<file path="src/rtl/can_err_state.sv">
module can_err_state #(
  parameter int TX_STEP   = 8,
  parameter int RX_STEP   = 1,
  parameter int WARN_LVL  = 96,
  parameter int PASS_LVL  = 128,
  parameter int IDLE_BITS = 11,
  parameter int IDLE_RUNS = 128
) (
  input  logic        clk,
  input  logic        rst_n,
  input  logic        tx_err,
  input  logic        rx_err,
  input  logic        tx_ok,
  input  logic        rx_ok,
  input  logic        bit_tick,
  input  logic        bit_recessive,
  input  logic        reset_mode,
  input  logic        berr,
  input  logic        berr_rx,
  input  logic [1:0]  berr_type,
  input  logic [4:0]  berr_seg,
  output logic [31:0] status,
  output logic [7:0]  err_code,
  output logic        state_evt,
  output logic        abort_all,
  output logic        drain_req
);

  localparam int RUN_W  = $clog2(IDLE_BITS + 1);
  localparam int IDLE_W = $clog2(IDLE_RUNS + 1);
  localparam logic [8:0] WARN9 = 9'(WARN_LVL);
  localparam logic [8:0] PASS9 = 9'(PASS_LVL);
  localparam logic [1:0] ST_BUSOFF = 2'd3;

  logic [8:0]        tx_cnt;
  logic [7:0]        rx_cnt;
  logic              bus_off;
  logic [RUN_W-1:0]  run_cnt;
  logic [IDLE_W-1:0] idle_cnt;
  logic [1:0]        prev_st;
  logic              drain_q;
  logic [7:0]        code_q;

  wire [9:0] tx_sum = {1'b0, tx_cnt} + 10'(TX_STEP);
  wire [8:0] rx_sum = {1'b0, rx_cnt} + 9'(RX_STEP);

  wire rec_active = bus_off & ~reset_mode;
  wire run_done   = bit_tick & bit_recessive & (run_cnt == RUN_W'(IDLE_BITS - 1));
  wire recover    = rec_active & run_done & (idle_cnt == IDLE_W'(IDLE_RUNS - 1));

  wire warn = (tx_cnt >= WARN9) | ({1'b0, rx_cnt} >= WARN9);
  wire pass = (tx_cnt >= PASS9) | ({1'b0, rx_cnt} >= PASS9);

  logic [1:0] cur_st;
  always_comb begin
    if (bus_off)   cur_st = ST_BUSOFF;
    else if (pass) cur_st = 2'd2;
    else if (warn) cur_st = 2'd1;
    else           cur_st = 2'd0;
  end

  always_ff @(posedge clk) begin
    if (!rst_n) begin
      tx_cnt  <= '0;
      rx_cnt  <= '0;
      bus_off <= 1'b0;
    end else if (bus_off) begin
      if (recover) begin
        tx_cnt  <= '0;
        rx_cnt  <= '0;
        bus_off <= 1'b0;
      end
    end else begin
      if (tx_err) begin
        if (tx_sum > 10'd255) begin
          tx_cnt  <= 9'd256;
          bus_off <= 1'b1;
        end else begin
          tx_cnt <= tx_sum[8:0];
        end
      end else if (tx_ok && tx_cnt != '0) begin
        tx_cnt <= tx_cnt - 9'd1;
      end
      if (rx_err)
        rx_cnt <= (rx_sum > 9'd255) ? 8'd255 : rx_sum[7:0];
      else if (rx_ok && rx_cnt != '0)
        rx_cnt <= rx_cnt - 8'd1;
    end
  end

  always_ff @(posedge clk) begin
    if (!rst_n || !rec_active) begin
      run_cnt  <= '0;
      idle_cnt <= '0;
    end else if (bit_tick) begin
      if (!bit_recessive) begin
        run_cnt <= '0;
      end else if (run_done) begin
        run_cnt  <= '0;
        idle_cnt <= recover ? '0 : idle_cnt + IDLE_W'(1);
      end else begin
        run_cnt <= run_cnt + RUN_W'(1);
      end
    end
  end

  always_ff @(posedge clk) begin
    if (!rst_n) begin
      prev_st <= '0;
      drain_q <= 1'b0;
      code_q  <= '0;
    end else begin
      prev_st <= cur_st;
      drain_q <= recover;
      if (berr) code_q <= {berr_type, berr_rx, berr_seg};
    end
  end

  assign status    = {12'b0, bus_off, pass, warn, 1'b0,
                      bus_off ? 8'hFF : tx_cnt[7:0], rx_cnt};
  assign err_code  = code_q;
  assign state_evt = cur_st != prev_st;
  assign abort_all = bus_off & (prev_st != ST_BUSOFF);
  assign drain_req = drain_q;

  assert_busoff_sticky_R5: assert property (@(posedge clk) disable iff (!rst_n)
    (bus_off && !recover) |=> bus_off);
  assert_tx_cap_R5: assert property (@(posedge clk) disable iff (!rst_n)
    tx_cnt <= 9'd256);
  assert_abort_in_busoff_R7: assert property (@(posedge clk) disable iff (!rst_n)
    abort_all |-> status[19]);
  assert_drain_clean_R9: assert property (@(posedge clk) disable iff (!rst_n)
    drain_req |-> (status[19:0] == 20'd0 && state_evt));
  assert_reset_mode_hold_R8: assert property (@(posedge clk) disable iff (!rst_n)
    reset_mode |=> (idle_cnt == '0 && run_cnt == '0));
  assert_run_bound_R8: assert property (@(posedge clk) disable iff (!rst_n)
    run_cnt < RUN_W'(IDLE_BITS));

endmodule

</file>
<file path="config.mk">
export PLATFORM = sky130hd
export DESIGN_NAME = can_err_state
export DESIGN_NICKNAME = d
export VERILOG_FILES = /design/src/rtl/can_err_state.sv
export SDC_FILE = /design/constraint.sdc
export NUM_CORES = 1
export LEC_CHECK = 0
export BUFFER_PORTS_ARGS = -buffer_cell sky130_fd_sc_hd__buf_2
export CAP_MARGIN = 40
export CORE_MARGIN = 2
export CORE_UTILIZATION = 55
export CTS_CLUSTER_DIAMETER = 80
export DETAILED_ROUTE_END_ITERATION = 10
export GPL_TIMING_DRIVEN = 1
export PLACE_DENSITY = 0.83
export REMOVE_ABC_BUFFERS = 1
export SKIP_LAST_GASP = 1
export SLEW_MARGIN = 40
export SYNTH_ARGS = -nofsm -noshare
export SYNTH_HDL_FRONTEND = slang
export SYNTH_SLANG_ARGS = --single-unit
</file>
<file path="constraint.sdc">
create_clock -name clk -period 3.85 [get_ports clk]
set_input_delay 0.385 -clock clk [delete_from_list [all_inputs] [get_ports clk]]
set_output_delay 0.385 -clock clk [all_outputs]
set_load 0.01 [all_outputs]
</file>
Word level (Yosys, flattened, before mapping)
Index checks and enable logic that the tools add are counted.
{"block": "word_totals", "out_inout_bits": 43, "reg_bits": 41, "input_bits": 18}
{"block": "op_classes", "n_reduce_logical": 12, "magnitude_cmp": 6, "addsub": 6, "n_bitwise": 9, "n_eq_ne": 5, "muxes": 21}
{"cell": "8-bit two-way mux", "n": 7}
{"cell": "9-bit two-way mux", "n": 5}
{"cell": "9-bit by 4-bit adder with 10-bit output (second input constant)", "n": 1}
{"cell": "10-bit by 8-bit > comparator with 1-bit output (second input constant)", "n": 1}
{"cell": "8-bit by 1-bit adder with 9-bit output (second input constant)", "n": 1}
{"cell": "9-bit by 7-bit >= comparator with 1-bit output (second input constant)", "n": 1}
{"cell": "9-bit by 8-bit >= comparator with 1-bit output (second input constant)", "n": 1}
{"cell": "9-bit by 8-bit > comparator with 1-bit output (second input constant)", "n": 1}
{"cell": "9-bit nonzero test", "n": 1}
{"cell": "9-bit by 1-bit subtractor with 9-bit output (second input constant)", "n": 1}
{"cell": "8-bit by 1-bit adder with 8-bit output (second input constant)", "n": 1}
{"cell": "8-bit by 7-bit equality test with 1-bit output (second input constant)", "n": 1}
{"cell": "8-bit by 7-bit >= comparator with 1-bit output (second input constant)", "n": 1}
{"cell": "8-bit >= comparator (second input constant)", "n": 1}
{"cell": "4-bit two-way mux", "n": 2}
{"cell": "8-bit nonzero test", "n": 1}
{"cell": "8-bit by 1-bit subtractor with 8-bit output (second input constant)", "n": 1}
{"cell": "1-bit bitwise AND", "n": 6}
{"cell": "3-bit nonzero test", "n": 2}
{"cell": "1-bit two-way mux", "n": 5}
{"cell": "4-bit by 1-bit adder with 4-bit output (second input constant)", "n": 1}
{"cell": "4-bit equality test (second input constant)", "n": 1}
{"cell": "2-bit two-way mux", "n": 2}
{"cell": "2-bit AND reduction", "n": 2}
{"cell": "9 further kinds", "n": 12}

Longest topological paths before layout
Gate-level depths: netlist of run 1.
{"block": "depth", "ltp_word": 6, "ltp_mapped": 8, "ltp_nobuf": 7}

Worst setup path before layout of run 1
Ideal clock, no wire load.
{"block": "synth_path", "path_type": "register to register", "startpoint": "register rx_cnt[0]", "endpoint": "register rx_cnt[3]", "synth_period_minus_slack_ns": 2.076, "arrival_time_ns": 2.018, "path_stages_with_launch": 8, "path_slack_ns": 1.774, "required_time_ns": 3.792, "path_cell_list": "dfxtp_1 > inv_1 > ha_1 > nor4b_1 > a211oi_1 > nand2_1 > a221oi_1 > a21o_1"}
{"block": "synth_via", "elab_chain_cells": 5}
{"element": "start, declared", "line_no": "36", "source": "logic [7:0] rx_cnt;"}
{"element": "start signal, assigned", "line_no": "85", "source": "rx_cnt <= (rx_sum > 9'd255) ? 8'd255 : rx_sum[7:0];"}
{"element": "start signal, assigned", "line_no": "87", "source": "rx_cnt <= rx_cnt - 8'd1;"}
{"element": "8-bit by 1-bit adder with 9-bit output", "line_no": "45", "source": "wire [8:0] rx_sum = {1'b0, rx_cnt} + 9'(RX_STEP);"}
{"element": "9-bit by 8-bit > comparator with 1-bit output", "line_no": "85"}
{"element": "8-bit two-way mux", "line_no": "85"}
{"element": "8-bit two-way mux", "line_no": "84", "source": "if (rx_err)"}
{"element": "8-bit two-way mux", "line_no": "67", "source": "end else if (bus_off) begin"}
Several ways; a longest one is shown, not always the timed one. The select of a mux whose other input is x is not followed.
A chain may end at the register's enable or synchronous reset.

Worst setup path in the final report of run 1
Ends and elaborated chain as after synthesis.

==> reports/qor.txt, run 1 <==
layout cells sized above 1 - 0.185
final WL - 5.99 mm
endpoints failing setup - 0
clock sinks - 41
Hold Buf Count CTS - 0
maximum vdd drop - 0.283 mV
total grt overflow - 0
synth top area cells - dfxtp_1 32%, nor2_1 6.1%, ha_1 4.8%, buf_4 4.6%, nand2_1 3.8%
# fillers - 408
post-synth top area share - 0.317
Crit. Startpoint - rx_cnt[0]
Hold Crit Start - berr_type[0]
core area - 4440 sq um
ANT nets after route - 0
Initial Util - 0.582
Syn Area/Cell - 7.70 sq um
Placed Cells - 412
CTS max path bufs - 2
Worst R2R Path Depth - 7
Die Span Y - 72.6 microns
TritonCTS Buffers - 5
Post-Synthesis Cells - 336
Global Route met2 Usage - 0.393
Commonest cells post-synth - 42 x nor2_1, 41 x dfxtp_1, 26 x nand2_1
max-slew violations - 0
Multi-input gate area - 1550 sq um
P_leak - 1.29 nW
initial DRC count - 176
CP arrival - 2.79 ns
HP Class - primary input to register
Final Hold Vio Count - 0
kind of critical path - register to register
min Tclk post-route - 2.53 ns
FP Rows - 24
Hold Path Depth - 3
Synth Register Bits - 41
worst-margin pin slew - 0.822 ns
Buffers on Ports - 47
area leader, netlist - dfxtp_1
final std cells w/o fill - 420
Vias/cell - 5.88
worst r2r src - rx_cnt[0]
Pwr Density - 624 nW/um^2
Syn. warnings - 0
Post-route DRC - 0
met1 GRT Util - 0.301
die width - 72.6 microns
die area - 5270 sq um
fin crit share - 0.658
first-pass GRT wire length - 9.94 mm
drt pass-1 iters - 6
GRT Overall Usage - 0.236
Max Cap Viol - 0
max frequency - 395 MHz
worst slack, placed - 1.44 ns
Top Ports - 61
Mapped Area - 2590 sq um
R2R setup slack - 1.32 ns
Setup Skew - 0.00913 ns
hold path endpoint - err_code[6]
H-tree Lvls - 2
Setup WS post-layout - 1.32 ns
clock slew at reported path FFs - 0.09 ns
Data required, critical path - 4.11 ns
worst-path fanout max - 10
vias in the first global route - 2159
Layout area overhead - 10.8%
dominant synthesized flop cell - dfxtp_1
Resized cells post-CTS - 0
Placer Congestion - 0.892
Root Buffer - clkbuf_8
reg-to-reg critical path endpoint - rx_cnt[3]
Post-CTS Setup Bufs - 0
outcome - completed
met3 Use GR - 0.0511
gr busiest metal - met2
initial antenna violation count - 0
DP HPWL - 4.20 mm
WL/cell - 14.3 microns
sequential area share after synthesis - 0.317
Ant. Diodes - 0
Slew HR - 0.448
Final Core Density - 0.645
largest net degree at the start of global routing - 25
Worst Setup End Kind - register
critical path launch point type - register
most frequent cell after synthesis - nor2_1
EDFF count, synth - 0
clk_lat worst skew - 0.30 ns
vias - 2468
asr flop ratio synth - 0
Reg area - 821 sq um
TNS Setup - 0 ns
Netlist cell types - 58
TritonCTS clock tree - yes
Nets - 395
RSZ-0062 raised after global routing - false
==> where the power goes <==
part	internal (mW)	total [mW]	leakage (nW)	switching [mW]
clock	0.258	0.415	0.0681	0.158
combinational	0.325	0.722	0.885	0.397
sequential	0.496	0.652	0.335	0.156
total	1.08	1.79	1.29	0.711
==> cell usage in the layout, fill, tap and decap left out, types with 3 or more instances in the layout <==
cell       n
buf_2     47
nor2_1    42
dfxtp_1   41
nand2_1   26
a21oi_1   19
o21ai_0   18
inv_1     16
conb_1    13
nand3_1   11
ha_1      10
or2_2      9
mux2i_1    9
nand4_1    6
o31ai_1    6
nand3b_1   5
nor4_1     5
nor3_1     5
clkbuf_8   5
or3_1      4
nand2b_1   4
and3_1     4
o22ai_1    4
xor2_1     4
a22oi_1    3
or4_1      3
a221oi_1   3
nor2b_1    3
nor3b_1    3
a21o_1     3
a311oi_1   3
==> area by class of cell <==
cell class                 instances  area share
clock inverter                     3      0.0227
timing repair buffer              47      0.0821
clock buffer                       5      0.0240
inverter                          16      0.0210
multi-input combinational        256       0.541
sequential                        41       0.286
tap                               52      0.0227
==> state kept, by name, indices dropped and copies added (netlist names) <==
name / count
idle_cnt: 8
rx_cnt: 8
run_cnt: 4
drain_req: 1
bus_off: 1
prev_st: 2
err_code: 8
tx_cnt: 9
==> worst max path at each step <==
| stage | to | cells after the start |
|---|---|---|
| 6_report | rx_cnt[3] | 7 |
| 5_1_grt | rx_cnt[4] | 7 |
| 4_1_cts | rx_cnt[4] | 7 |
| 3_3_place_gp | tx_cnt[0] | 5 |
| 3_5_place_dp | rx_cnt[4] | 7 |
| 2_1_floorplan | tx_cnt[7] | 4 |
==> metrics by stage <==
step	power (mW)	hold WS, ns	area [sq um]
final	1.79	0.315	2870
after global routing	1.92	0.338	2870
after CTS	1.78	0.316	2870
after detailed placement	1.36	0.477	2730
after global placement	1.35	0.463	2730
after floorplan	1.13	0.454	2430
==> kinds of logic after synthesis <==
logic type | Yosys count | synth area share
multiplexers | 9 | 0.0348
AND/OR/NAND/NOR | 138 | 0.273
flip-flops | 41 | 0.317
buffers and inverters | 51 | 0.100
AO/OA/AOI/OAI | 80 | 0.205
other | 1 | 0.00145
XOR/XNOR | 6 | 0.0203
adder cells (fa/ha/maj) | 10 | 0.0484
==> critical path, stage by stage (launching register included) <==
cell      delay, ns
dfxtp_1        0.48
inv_1          0.14
ha_1           0.21
nor4b_1        0.14
a211oi_1       0.68
nand2_1        0.37
a221oi_1       0.34
a21o_1         0.12
==> metal layers <==
| layer | vias to the layer above | share of wire |
|---|---|---|
| li1 | 1229 | - |
| met1 | 1129 | 0.45 |
| met2 | 101 | 0.48 |
| met3 | 9 | 0.065 |
| met4 | 0 | 0.014 |
| met5 | - | 0 |
(Power assumes the default switching activity.)
==> inputs of run 2 (changes only) <==
ABC_AREA = 1   (was unset)
CORE_UTILIZATION = 50   (was 55)
PLACE_DENSITY = 0.79   (was 0.83)
clock period = 2.15 ns   (was 3.85 ns; I/O delays follow)
==> run 2 against run 1 <==
Against the previous run: power is 47% higher; core utilization is 7.5 points lower; final cell count is 30% higher; clock-buffer cell count stayed put; worst setup slack worse by 1.1 ns; sequential cell count stayed put; synthesized cell count is 27% higher; critical path depth is 2 lower; sequential share of layout area is 2.3 points lower; final area is 8.8% higher; register-to-register slack worse by 0.94 ns; critical endpoint is now state_evt.
==> reports/qor.txt, run 2 <==
outcome - completed
H-tree Lvls - 2
HP Class - primary input to register
Post-CTS Setup Bufs - 0
Layout area overhead - 10.6%
dominant synthesized flop cell - dfxtp_1
worst r2r src - rx_cnt[0]
mux contribution to synthesized area - 0
worst-path fanout max - 15
Initial Util - 0.516
sequential area share after synthesis - 0.291
Post-route DRC - 0
core area - 5470 sq um
TNS Setup - 0 ns
worst-margin pin slew - 0.520 ns
Commonest cells post-synth - 98 x nand2_1, 59 x nor2_1, 41 x dfxtp_1, 41 x inv_1, 34 x a21oi_1
simple-gate portion of the synthesized area - 0.373
Buffers on Ports - 47
Post-Synthesis Cells - 427
DP HPWL - 4.73 mm
Syn Area/Cell - 6.61 sq um
Synth Register Bits - 41
TritonCTS clock tree - yes
most common cell after layout, fill and taps aside - nand2_1
Post-Synth Adder-Cell Area - 0.0488
max frequency - 508 MHz
GRT Overall Usage - 0.207
Final Hold Vio Count - 0
ANT nets after route - 0
XOR/XNOR Fraction of Synth Area - 0.0310
post-synthesis compound-gate area fraction - 0.129
P_leak - 1.51 nW
layout cells sized above 1 - 0.197
max reg flops - 9
critical path launch point type - register
fin crit share - 0.915
Syn. warnings - 0
RSZ-0062 raised after global routing - false
Pwr Density - 843 nW/um^2
Setup Skew - 0.00497 ns
Crit. Startpoint - bus_off
Netlist cell types - 40
vias in the first global route - 2475
Slew HR - 0.653
most frequent cells in the layout - 98 x nand2_1, 59 x nor2_1, 47 x buf_2, 41 x inv_1, 41 x dfxtp_1
max-slew violations - 0
most frequent cell after synthesis - nand2_1
die width - 79.1 microns
Placer Congestion - 0.909
area leader, netlist - dfxtp_1
initial DRC count - 120
final WL - 6.13 mm
clock sinks - 41
WL/cell - 11.3 microns
Resized cells post-CTS - 0
vias - 2757
CTS max path bufs - 2
EDFF count, synth - 0
Worst Setup End Kind - output port
largest family of logic cells by synthesized area - simple AND/OR/NAND/NOR gates
FP Rows - 27
Mapped Area - 2820 sq um
Die Span Y - 79.1 microns
Hold Crit Start - berr_type[1]
Data required, critical path - 1.93 ns
endpoints failing setup - 0
first-pass GRT wire length - 10.7 mm
min Tclk post-route - 1.97 ns
post-synth top area share - 0.291
CP arrival - 1.75 ns
synth top area cells - dfxtp_1 29%, nand2_1 13%, nor2_1 7.8%, a21oi_1 6.0%, inv_1 5.5%
Top Ports - 61
asr flop ratio synth - 0
TritonCTS Buffers - 5
largest net degree at the start of global routing - 19
maximum vdd drop - 0.393 mV
Largest Register - tx_cnt
total grt overflow - 0
kind of critical path - register to output port
Hold Buf Count CTS - 0
Max Cap Viol - 0
Ant. Diodes - 0
cell area after layout - 3120 sq um
Vias/cell - 5.07
clock slew at reported path FFs - 0.08 ns
clk_lat worst skew - 0.29 ns
Nets - 500
Root Buffer - clkbuf_8
drt pass-1 iters - 5
initial antenna violation count - 0
die area - 6260 sq um
Post-DP Area - 3030 sq um
-- run 2: through the flow --
| step | instances | hold slack, ns | worst slack, ns | utilization | power, mW |
|---|---|---|---|---|---|
| floorplan | 415 | 0.313 | 0.497 | - | 1.81 |
| global placement | 536 | 0.436 | 0.460 | 0.554 | 2.12 |
| detailed placement | 536 | 0.443 | 0.419 | 0.554 | 2.14 |
| CTS | 544 | 0.131 | 0.154 | 0.570 | 2.65 |
| global route | 544 | 0.133 | 0.0209 | 0.570 | 2.87 |
| finish | 544 | 0.139 | 0.182 | 0.570 | 2.63 |
-- run 2: kinds of logic (layout without fill, tap and decap cells) --
family | Yosys count | count (layout)
AND/OR/NAND/NOR | 224 | 224
buffers and inverters | 72 | 105
AO/OA/AOI/OAI | 68 | 68
flip-flops | 41 | 41
adder cells (fa/ha/maj) | 11 | 11
XOR/XNOR | 10 | 10
other | 1 | 13
-- run 2: area by class of cell --
cell class              count  area (sq um)
multi-input cells         326          1690
well taps                  72          90.1
fillers                   551          2350
repair buffers             49           250
clock buffers               5          68.8
inverters                  48           183
clock inverters             3          17.5
flip-flops and latches     41           821
-- run 2: final timing paths --
kind | to | slack, ns | cells past startpoint
max | state_evt | 0.18 | 5
min reg2reg | tx_cnt[0] | 0.47 | 2
min | err_code[7] | 0.14 | 3
max reg2reg | rx_cnt[4] | 0.38 | 11
-- run 2: layer usage --
layer,routed length (microns),vias to the layer above,global-route usage
met5,0,-,0
met4,76,0,0.0672
met3,332,9,0.0466
met2,2840,73,0.346
met1,2890,1255,0.264
li1,-,1420,-
-- run 2: report_power, final --
part | leakage [nW] | switching, mW | total [mW] | internal [mW]
logic | 1.13 | 0.705 | 1.14 | 0.434
clock network | 0.0439 | 0.274 | 0.498 | 0.224
registers | 0.336 | 0.137 | 0.991 | 0.853
total | 1.51 | 1.12 | 2.63 | 1.51
-- run 2: worst max-delay path: stages, from the launching register on --
cell	delay, ns
dfxtp_1	0.40
inv_1	0.43
nand2_1	0.17
xnor2_1	0.18
nand3_1	0.11
buf_2	0.15
==> inputs of run 3 (changes only) <==
CORE_UTILIZATION = 55   (was 50)
PLACE_DENSITY = 0.83   (was 0.79)
clock period = 2 ns   (was 2.15 ns; I/O delays follow)
==> run 3 against run 2 <==
Against the previous run: via count is 3.3% higher; wire length is 6.1% higher; clock power is 63% higher; register-to-register slack worse by 0.16 ns; clock skew is 0.0056 ns higher; non-clock buffer count is 3 higher; final cell count is 0.18% higher; sequential power is 7% higher; critical endpoint unchanged; largest cell class unchanged; largest power group unchanged; highest routed layer unchanged.
==> reports/qor.txt, run 3 (synthesized netlist as in run 2, its figures left out) <==
worst hold margin - 0.123 ns
most frequent cells in the layout - 98 x nand2_1, 59 x nor2_1, 47 x buf_2, 41 x inv_1, 40 x dfxtp_1
Final Hold Vio Count - 0
Data required, critical path - 1.80 ns
R2R setup slack - 0.22 ns
Hold Crit Start - berr_seg[0]
kind of critical path - register to output port
Setup Skew - 0.0105 ns
Vias/cell - 5.23
TNS Setup - 0 ns
vias - 2848
clock sinks - 41
drt pass-1 iters - 5
worst-path fanout max - 7
HP Class - primary input to register
hold path endpoint - err_code[0]
largest net degree at the start of global routing - 19
final WL - 6.50 mm
endpoints failing setup - 0
GRT Overall Usage - 0.237
die area - 5720 sq um
max reg flops - 9
Hold Path Depth - 3
worst slack, placed - 0.216 ns
worst r2r src - rx_cnt[1]
initial antenna violation count - 0
TritonCTS Buffers - 5
Hold Buf Count CTS - 0
WL/cell - 11.9 microns
DP HPWL - 4.91 mm
critical path launch point type - register
Die Span Y - 75.6 microns
Buffers on Ports - 47
Worst Setup End Kind - output port
TritonCTS clock tree - yes
die width - 75.6 microns
Worst R2R Path Depth - 11
Layout area overhead - 13.1%
CP arrival - 1.68 ns
Top Ports - 61
max-slew violations - 0
FP Rows - 26
Ant. Diodes - 0
total grt overflow - 0
min Tclk post-route - 1.88 ns
Placer Congestion - 0.921
ANT nets after route - 0
Max Cap Viol - 0
RSZ-0062 raised after global routing - false
P_leak - 1.55 nW
clk_lat worst skew - 0.30 ns
max frequency - 532 MHz
core area - 5040 sq um
most common cell after layout, fill and taps aside - nand2_1
fin crit share - 0.939
H-tree Lvls - 2
outcome - completed
Nets - 503
reg-to-reg critical path endpoint - rx_cnt[4]
layout cells sized above 1 - 0.204
CTS max path bufs - 2
clock slew at reported path FFs - 0.09 ns
Largest Register - tx_cnt
Setup WS post-layout - 0.122 ns
first-pass GRT wire length - 10.6 mm
initial DRC count - 242
vias in the first global route - 2440
Post-route DRC - 0
Initial Util - 0.560
Root Buffer - clkbuf_8
Post-CTS Setup Bufs - 0
Pwr Density - 989 nW/um^2
maximum vdd drop - 0.504 mV
[run 3: cell types whose count changed in the layout (fill, tap and decap cells not counted), sizes merged]
cell | previous run | this run
buf | 49 | 52
bufinv | 0 | 2
clkinv | 3 | 1
clkinvlp | 1 | 0
inv | 47 | 48
[run 3: what timing repair did]
item                                    CTS  global route
resized for setup                         0             1
endpoints found under the setup margin    0             4
endpoints found under the hold margin     0             0
[run 3: where the power goes]
| part | switching (mW) | internal [mW] |
|---|---|---|
| sequential | 0.144 | 0.918 |
| combinational | 0.800 | 0.484 |
| clock | 0.307 | 0.502 |
| total | 1.25 | 1.90 |
[run 3: area by class of cell]
type / instances / area [sq um]
clock buffers: 5 / 68.8
repair buffers: 52 / 273
clock inverters: 3 / 68.8
fillers: 465 / 1850
flip-flops and latches: 41 / 822
multi-input cells: 326 / 1690
well taps: 70 / 87.6
inverters: 48 / 183
[run 3: through the flow]
| step | area [sq um] | cells | power [mW] | utilization |
|---|---|---|---|---|
| after floorplan | 2690 | 415 | 1.94 | - |
| after global placement | 3050 | 537 | 2.29 | 0.605 |
| after detailed placement | 3050 | 537 | 2.33 | 0.605 |
| after CTS | 3190 | 545 | 3.15 | 0.633 |
| after global routing | 3190 | 545 | 3.40 | 0.633 |
| final | 3190 | 545 | 3.16 | 0.633 |
[run 3: worst max-delay path by stage]
stage	from	to	slack [ns]
after floorplan	rx_cnt[0]	rx_cnt[1]	0.35
after global placement	rx_cnt[0]	rx_cnt[2]	0.29
after detailed placement	rx_cnt[0]	rx_cnt[4]	0.22
after CTS	rx_cnt[7]	state_evt	0.12
after global routing	rx_cnt[7]	state_evt	0.02
final	rx_cnt[7]	state_evt	0.12
[run 3: routing by layer]
layer / vias to the layer above / track usage / share of wire
met4: 0 / 0.0682 / 0.011
met2: 129 / 0.402 / 0.47
met1: 1280 / 0.305 / 0.45
met5: - / 0 / 0
met3: 8 / 0.0489 / 0.073
li1: 1431 / - / -
[run 3: worst max-delay path, cell delays in order (launching register included)]
cell,delay (ns)
dfxtp_1,0.46
inv_1,0.11
nand2_1,0.10
inv_1,0.07
nand3_1,0.08
a21oi_1,0.09
or2_2,0.28
nand3_1,0.06
buf_2,0.12
